### src/rtl/rrpick_pkg.sv
// Shared constants and helpers for the circular slot picker.
// Assumes: slot counts are positive.
package rrpick_pkg;
    localparam int RRP_DEF_SLOTS = 8;

    // Map an unrolled chain stage onto its slot index.
    function automatic int rrp_wrap(input int idx, input int slots);
        return idx % slots;
    endfunction
endpackage

### src/rtl/rrpick_regs.sv
// Holding registers for pointer and mask, loaded on a strobe.
// Assumes: synchronous active-low reset clears both to zero.
module rrpick_regs #(
    parameter int SLOTS = 8
) (
    input  logic             clk,
    input  logic             rst_n,
    input  logic             wr_en,
    input  logic [SLOTS-1:0] cur_d,
    input  logic [SLOTS-1:0] mask_d,
    output logic [SLOTS-1:0] cur_q,
    output logic [SLOTS-1:0] mask_q
);
    // Capture pointer and mask when strobed; clear on reset.
    always_ff @(posedge clk) begin
        if (!rst_n) begin
            cur_q  <= '0;
            mask_q <= '0;
        end else if (wr_en) begin
            cur_q  <= cur_d;
            mask_q <= mask_d;
        end
    end
endmodule

### src/rtl/rrpick_anchor.sv
// Turns the held pointer into a one-hot seed vector for the search chain.
// seed[i] high means the search begins at slot i (inclusive).
// Keeps only the lowest set pointer bit; an all-zero pointer is treated
// as sitting just below slot 0 through a NOR detect on the slot-0 seed.
// Assumes: SLOTS >= 1.
module rrpick_anchor #(
    parameter int SLOTS = 8
) (
    input  logic [SLOTS-1:0] cur,
    output logic [SLOTS-1:0] seed
);
    logic [SLOTS-1:0] below;   // some pointer bit set under index i
    logic [SLOTS-1:0] ptr;     // lowest set pointer bit only
    logic             empty;   // pointer has no bit set

    assign below[0] = 1'b0;
    for (genvar i = 1; i < SLOTS; i++) begin : g_below
        assign below[i] = below[i-1] | cur[i-1];
    end

    assign ptr   = cur & ~below;
    assign empty = ~|cur;

    // Slot 0 starts after the top slot, or immediately when the pointer is empty.
    assign seed[0] = ptr[SLOTS-1] | empty;
    for (genvar i = 1; i < SLOTS; i++) begin : g_seed
        assign seed[i] = ptr[i-1];
    end
endmodule

### src/rtl/rrpick_ring.sv
// Linear search chain: a token enters at the seeded slot, passes through
// slots whose mask bit is clear, and stops at the first set mask bit.
// The ring is unrolled into two passes so no combinational loop forms.
// Assumes: seed has at most one bit set.
module rrpick_ring
    import rrpick_pkg::*;
#(
    parameter int SLOTS = 8
) (
    input  logic [SLOTS-1:0] seed,
    input  logic [SLOTS-1:0] mask,
    output logic [SLOTS-1:0] grant
);
    localparam int STAGES = 2 * SLOTS;

    logic [STAGES-1:0] tok;   // token present entering stage
    logic [STAGES-1:0] hit;   // token captured at stage

    assign tok[0] = seed[0];

    for (genvar j = 0; j < STAGES; j++) begin : g_stage
        localparam int POS = rrp_wrap(j, SLOTS);
        assign hit[j] = tok[j] & mask[POS];
        if (j + 1 < STAGES) begin : g_link
            if (j + 1 < SLOTS) begin : g_seeded
                assign tok[j+1] = (tok[j] & ~mask[POS]) | seed[j+1];
            end else begin : g_pass
                assign tok[j+1] = tok[j] & ~mask[POS];
            end
        end
    end

    // Fold both passes back onto the slot positions.
    for (genvar i = 0; i < SLOTS; i++) begin : g_fold
        assign grant[i] = hit[i] | hit[i+SLOTS];
    end
endmodule

### src/rtl/rr_slot_picker.sv
// Circular next-set-bit selector with held pointer and mask registers.
// nxt_out follows the held registers combinationally.
// Assumes: software writes nxt_out back as the next pointer.
module rr_slot_picker #(
    parameter int SLOTS = rrpick_pkg::RRP_DEF_SLOTS
) (
    input  logic             clk,
    input  logic             rst_n,
    input  logic             wr_en,
    input  logic [SLOTS-1:0] cur_in,
    input  logic [SLOTS-1:0] mask_in,
    output logic [SLOTS-1:0] nxt_out,
    output logic             nxt_valid
);
    logic [SLOTS-1:0] cur_q;
    logic [SLOTS-1:0] mask_q;
    logic [SLOTS-1:0] seed;

    rrpick_regs #(.SLOTS(SLOTS)) u_regs (
        .clk    (clk),
        .rst_n  (rst_n),
        .wr_en  (wr_en),
        .cur_d  (cur_in),
        .mask_d (mask_in),
        .cur_q  (cur_q),
        .mask_q (mask_q)
    );

    rrpick_anchor #(.SLOTS(SLOTS)) u_anchor (
        .cur  (cur_q),
        .seed (seed)
    );

    rrpick_ring #(.SLOTS(SLOTS)) u_ring (
        .seed  (seed),
        .mask  (mask_q),
        .grant (nxt_out)
    );

    assign nxt_valid = |mask_q;
endmodule

### config.mk
export PLATFORM = sky130hd
export DESIGN_NAME = rr_slot_picker
export DESIGN_NICKNAME = d
export VERILOG_FILES = /design/src/rtl/rrpick_pkg.sv /design/src/rtl/rrpick_regs.sv /design/src/rtl/rrpick_anchor.sv /design/src/rtl/rrpick_ring.sv /design/src/rtl/rr_slot_picker.sv
export SDC_FILE = /design/constraint.sdc
export NUM_CORES = 1
export LEC_CHECK = 0
export BUFFER_PORTS_ARGS = -buffer_cell sky130_fd_sc_hd__buf_2
export CAP_MARGIN = 20
export CORE_UTILIZATION = 40
export DETAILED_ROUTE_END_ITERATION = 7
export GPL_TIMING_DRIVEN = 0
export PLACE_DENSITY_LB_ADDON = 0.12
export REMOVE_ABC_BUFFERS = 1
export SLEW_MARGIN = 20
export SYNTH_ARGS = -nofsm -noshare
export SYNTH_HDL_FRONTEND = slang
export SYNTH_SLANG_ARGS = --single-unit
### constraint.sdc
create_clock -name clk -period 6.58 [get_ports clk]
set_clock_uncertainty 0.15 [all_clocks]
set_input_delay 1.316 -clock clk [delete_from_list [all_inputs] [get_ports clk]]
set_output_delay 1.316 -clock clk [all_outputs]
set_load 0.03 [all_outputs]
Yosys cells after proc, flatten, opt, wreduce, memory -nomap -nowiden. Cells that the tools add are included.

Bitwise operators: 63. Reduce and logical (&&, ||, !) cells: 3.

Operator list (number): $and A1 B1 Y1 (31); $or A1 B1 Y1 (22); $reduce_or A8 Y1 (2); $and A8 B8 Y8 (1); $not A1 Y1 (8); $not A8 Y8 (1); $logic_not A1 Y1 (1).

Register bits after elaboration: 16. Output and inout bits: 9.

Logic depth before layout (Yosys ltp).
Word-level depth: 33. Depth in mapped cells: 6. Mapped depth without buffers: 5.

Modules after synthesis. Synthesis repeated with hierarchy kept, for this count alone.

Cell total of the unflattened synthesis: 109. Area total of the unflattened synthesis: 978.4 sq um.

Modules (own cells, without submodules): rrpick_regs (instances 1, cells an instance 51, area an instance 615.6 sq um, seq. area each 320.3 sq um); rrpick_ring (instances 1, cells an instance 45, area an instance 269.0 sq um, seq. area each 0.0 sq um); rrpick_anchor (instances 1, cells an instance 10, area an instance 77.6 sq um, seq. area each 0.0 sq um); rr_slot_picker (instances 1, cells an instance 3, area an instance 16.3 sq um, seq. area each 0.0 sq um).

Least setup slack after synthesis. No wires, ideal clock.

Kind: reg2out. From: register u_regs.cur_q[0]. To: output nxt_out[0]. Arrival time: 2.070 ns. Setup slack: 3.044 ns. Cell stages (with the launch flop): 7. Path buffers: 1. Path through: dfxtp_1 buf_6 or4_4 a2111oi_4 o32a_2 o21ai_0 a21oi_1.

Word-level cells in the longest chain between the ends: 26.

Ends and longest elaborated chain: from (decl) (RTL line rrpick_regs.sv:11) `output logic [SLOTS-1:0] cur_q,`; from (signal assigned) (RTL line rrpick_regs.sv:20) `cur_q <= cur_d;`; $or A1 B1 Y1 (6 in a row) (RTL line rrpick_anchor.sv:18) `assign below[i] = below[i-1] | cur[i-1];`; $not A8 Y8 (RTL line rrpick_anchor.sv:21) `assign ptr = cur & ~below;`; $and A8 B8 Y8 (RTL line rrpick_anchor.sv:21); $or A1 B1 Y1 (RTL line rrpick_anchor.sv:25) `assign seed[0] = ptr[SLOTS-1] | empty;`; $and A1 B1 Y1 (RTL line rrpick_ring.sv:26) `assign tok[j+1] = (tok[j] & ~mask[POS]) | seed[j+1];`; $or A1 B1 Y1 (RTL line rrpick_ring.sv:26); $and A1 B1 Y1 (RTL line rrpick_ring.sv:26); $or A1 B1 Y1 (RTL line rrpick_ring.sv:26); (+5 left out); $or A1 B1 Y1 (RTL line rrpick_ring.sv:26); $and A1 B1 Y1 (RTL line rrpick_ring.sv:26); $or A1 B1 Y1 (RTL line rrpick_ring.sv:26); $and A1 B1 Y1 (RTL line rrpick_ring.sv:26); $or A1 B1 Y1 (RTL line rrpick_ring.sv:26); $and A1 B1 Y1 (RTL line rrpick_ring.sv:28) `assign tok[j+1] = tok[j] & ~mask[POS];`; $and A1 B1 Y1 (RTL line rrpick_ring.sv:23) `assign hit[j] = tok[j] & mask[POS];`; $or A1 B1 Y1 * (RTL line rrpick_ring.sv:35) `assign grant[i] = hit[i] | hit[i+SLOTS];`; to (decl) (RTL line rr_slot_picker.sv:12) `output logic [SLOTS-1:0] nxt_out,`.

Mark *: on every way between the ends. The rest lies on a longest branch, timed or not.

Worst setup path in the final report.
From: register u_regs.cur_q[0]. To: output nxt_out[1].

Word-level cells in the longest chain between the ends: 27.

Ends and longest elaborated chain (RTL line): $or A1 B1 Y1 (6 in a row) (rrpick_anchor.sv:18); $not A8 Y8 (rrpick_anchor.sv:21); $and A8 B8 Y8 (rrpick_anchor.sv:21); $or A1 B1 Y1 (rrpick_anchor.sv:25); $and A1 B1 Y1 (rrpick_ring.sv:26); $or A1 B1 Y1 (rrpick_ring.sv:26); $and A1 B1 Y1 (rrpick_ring.sv:26); $or A1 B1 Y1 (rrpick_ring.sv:26); (+5 left out); $or A1 B1 Y1 (rrpick_ring.sv:26); $and A1 B1 Y1 (rrpick_ring.sv:26); $or A1 B1 Y1 (rrpick_ring.sv:26); $and A1 B1 Y1 (rrpick_ring.sv:26); $or A1 B1 Y1 (rrpick_ring.sv:26); $and A1 B1 Y1 (2 in a row) (rrpick_ring.sv:28); $and A1 B1 Y1 (rrpick_ring.sv:23); $or A1 B1 Y1 * (rrpick_ring.sv:35).

Marks and branches as above.

==> results.py <==
metrics = {
    "cells_and_area": {
        "final_cells": 164,
        "drive_above_1_share_pct": 25.0,
        "antenna_cells": 0,
        "nFillCells": 246,
        "nNetsFinal": 156,
        "syn_to_final_growth_pct": 17.6,
        "final_util_pct": 49.6,
    },
    "synth": {
        "synth.top_cell.area_share_pct": 32.2,
        "netlist_top_cells_count": "nor2b_1, dfxtp_1, mux2i_1",
        "synth_edf_count": 0,
        "syn_area_um2": 933,
        "ys_warn_count": 0,
        "yosysMostFrequentCell": "nor2b_1",
        "synth_async_sr_flop_share_pct": 0,
        "synth_area_leader_cell": "dfxtp_1",
        "yosys_most_used_dff": "dfxtp_1",
        "ys_seq_area_share_pct": 32.2,
        "synthCells": 111,
        "synth_seq_cells": 15,
        "synth.top_cells.by_area": "dfxtp_1, mux2i_1, nor2b_1, nor2_1, nand2_1",
        "ys_types": 29,
        "syn_area_per_cell_um2": 8.41,
    },
    "clock_network": {
        "hold_buffers": 0,
        "clock_path_buffers": 2,
        "root_buffer": "clkbuf_4",
        "cts_tree": "built",
        "clk_latency_ps": 280,
        "clk_pin_slew_ps": 80,
        "post_cts_buffers": 0,
        "htreeDepth": 1,
        "clkSinkCount": 15,
        "post_cts_resized": 0,
        "numCtsBuffers": 3,
    },
    "floorplan": {
        "num_rows": 17,
        "die-area_um2": 2530,
        "fp.dieW_um": 50.3,
        "fp.dieH_um": 50.3,
        "ios": 28,
        "start_util_pct": 42.2,
        "coreArea_um2": 2210,
    },
    "global_route": {
        "overflow": 0,
        "grt_pass1_vias": 836,
        "grt_max_degree": 16,
        "grt.total_usage_pct": 19.4,
        "antenna_found_initial": 0,
        "grt_pass1_wl_mm": 3.74,
    },
    "worst_setup_path": {
        "rr_startpoint": "u_regs.mask_q[4]",
        "cp-start-kind": "register",
        "cp-startpoint": "u_regs.cur_q[0]",
        "crit_type": "register to primary output",
        "cp.required_ps": 5110,
        "r2r_end": "u_regs.mask_q[4]",
        "cp_max_fo": 10,
        "cp-end-kind": "primary output",
        "crit_path_end": "nxt_out[1]",
        "cp.arrival_ps": 2340,
        "r2r_slack_ps": 5640,
        "reg2regPathDepth": 2,
    },
    "pwr": {
        "switching_power_mw": 0.0754,
        "comb_power_share_pct": 29.3,
        "swShare_pct": 33.9,
        "p_clk_share_pct": 23.1,
        "p_per_area_nw_per_um2": 203,
        "internal_power_mw": 0.147,
        "leakagePower_nw": 0.473,
        "seqPwrFrac_pct": 47.5,
        "ir_drop_uv": 150,
    },
    "place": {
        "dp.cells": 160,
        "dpl.hpwl_mm": 1.56,
        "portBuffers": 26,
        "place.gp.congestion": 0.785,
    },
    "sta": {
        "holdWs_ps": 394,
        "period_minus_slack_ps": 3800,
        "worst_pin_slew_ps": 521,
        "slew_violations": 0,
        "hold_viol_final": 0,
        "setup_viol": 0,
        "rsz0062_at_grt": "false",
        "period_share_pct": 57.8,
        "fmax_mhz": 263,
        "slew_headroom_pct": 65.0,
        "tns_ps": 0,
    },
    "outcome": {
        "status": "complete, no violations",
    },
    "detailed_routing": {
        "routed_wire_length_per_instance_um": 12.9,
        "drt_iter0_drc": 12,
        "routed_wl_mm": 2.11,
        "drc_errors": 0,
        "vias": 873,
        "antenna_left": 0,
        "first_pass_iters": 4,
        "vias_per_cell": 5.32,
    },
    "job": {
        "maxCapViolCount": 0,
    },
    "worst_hold_path": {
        "holdCritPathClass": "register to register",
    },
}
-- state kept, by name, summed over array words and instances, names as in the netlist --
name,count
u_regs.mask_q,8
u_regs.cur_q,7
-- layout make-up --
class	instances	area [um2]	share of cell area [%]
multi-input cells	88	594	54.2
flip-flops and latches	15	300	27.4
clock buffers	4	26.3	2.39
repair buffers	26	130	11.9
inverters	3	11.3	1.03
well taps	28	35.0	3.19
-- critical path, stage by stage, from the launching register on --
cell,delay (ps)
dfxtp_1,400
or4_4,600
a2111oi_4,320
o32a_2,230
nor2_2,80
o221ai_2,200
buf_2,220
-- logic make-up after synthesis --
| group | count (synthesis) | share of synthesized area, % |
|---|---|---|
| multiplexers | 15 | 16.1 |
| buffers and inverters | 8 | 4.15 |
| flip-flops | 15 | 32.2 |
| AND/OR/NAND/NOR | 54 | 30.7 |
| AO/OA/AOI/OAI | 19 | 16.9 |
-- layout by cell type, fill, tap and decap left out --
master,instances
a2111oi_0,1
a2111oi_4,1
a21oi_1,1
a31oi_1,3
a32oi_1,2
and2_1,2
buf_2,26
clkbuf_1,1
clkbuf_4,3
dfxtp_1,15
inv_1,3
mux2i_1,15
nand2_1,9
nand3_1,4
nor2_1,10
nor2_2,1
nor2b_1,17
nor3_1,4
nor4_1,2
o21ai_0,2
o21ai_1,4
o221ai_2,1
o22ai_1,1
o31ai_1,1
o32a_1,1
o32a_2,1
or2b_1,1
or3_1,3
or4_4,1
-- power groups by stage --
stage	logic (mW)	registers (mW)	clock network, mW
2_1_floorplan	0.0470	0.105	0
3_3_place_gp	0.0632	0.107	0
3_5_place_dp	0.0651	0.108	0
4_1_cts	0.0654	0.106	0.0537
5_1_grt	0.0720	0.107	0.0584
6_report	0.0652	0.106	0.0515
-- layer usage --
| layer | vias up | wire [um] | GRT usage (%) |
|---|---|---|---|
| met5 | - | 0 | 0 |
| met4 | 0 | 44 | 9.72 |
| met2 | 23 | 957 | 31.1 |
| met1 | 397 | 1040 | 25.7 |
| li1 | 448 | - | - |
| met3 | 5 | 69 | 1.82 |
-- metrics by stage --
stage | total power, mW | worst slack [ps] | instance area [um2]
after floorplan | 0.152 | 3090 | 906
after global placement | 0.171 | 3110 | 1070
after detailed placement | 0.173 | 3100 | 1070
after CTS | 0.225 | 2770 | 1100
after global routing | 0.238 | 2650 | 1100
final | 0.222 | 2780 | 1100
-- how the worst min path moves through the flow --
stage	from	to	cells past startpoint
final	u_regs.mask_q[7]	u_regs.mask_q[7]	2
after global routing	u_regs.mask_q[7]	u_regs.mask_q[7]	2
after CTS	u_regs.mask_q[7]	u_regs.mask_q[7]	2
after detailed placement	u_regs.mask_q[7]	u_regs.mask_q[7]	2
after global placement	u_regs.mask_q[7]	u_regs.mask_q[7]	2
after floorplan	u_regs.mask_q[7]	u_regs.mask_q[7]	2
(Power assumes the default switching activity.)
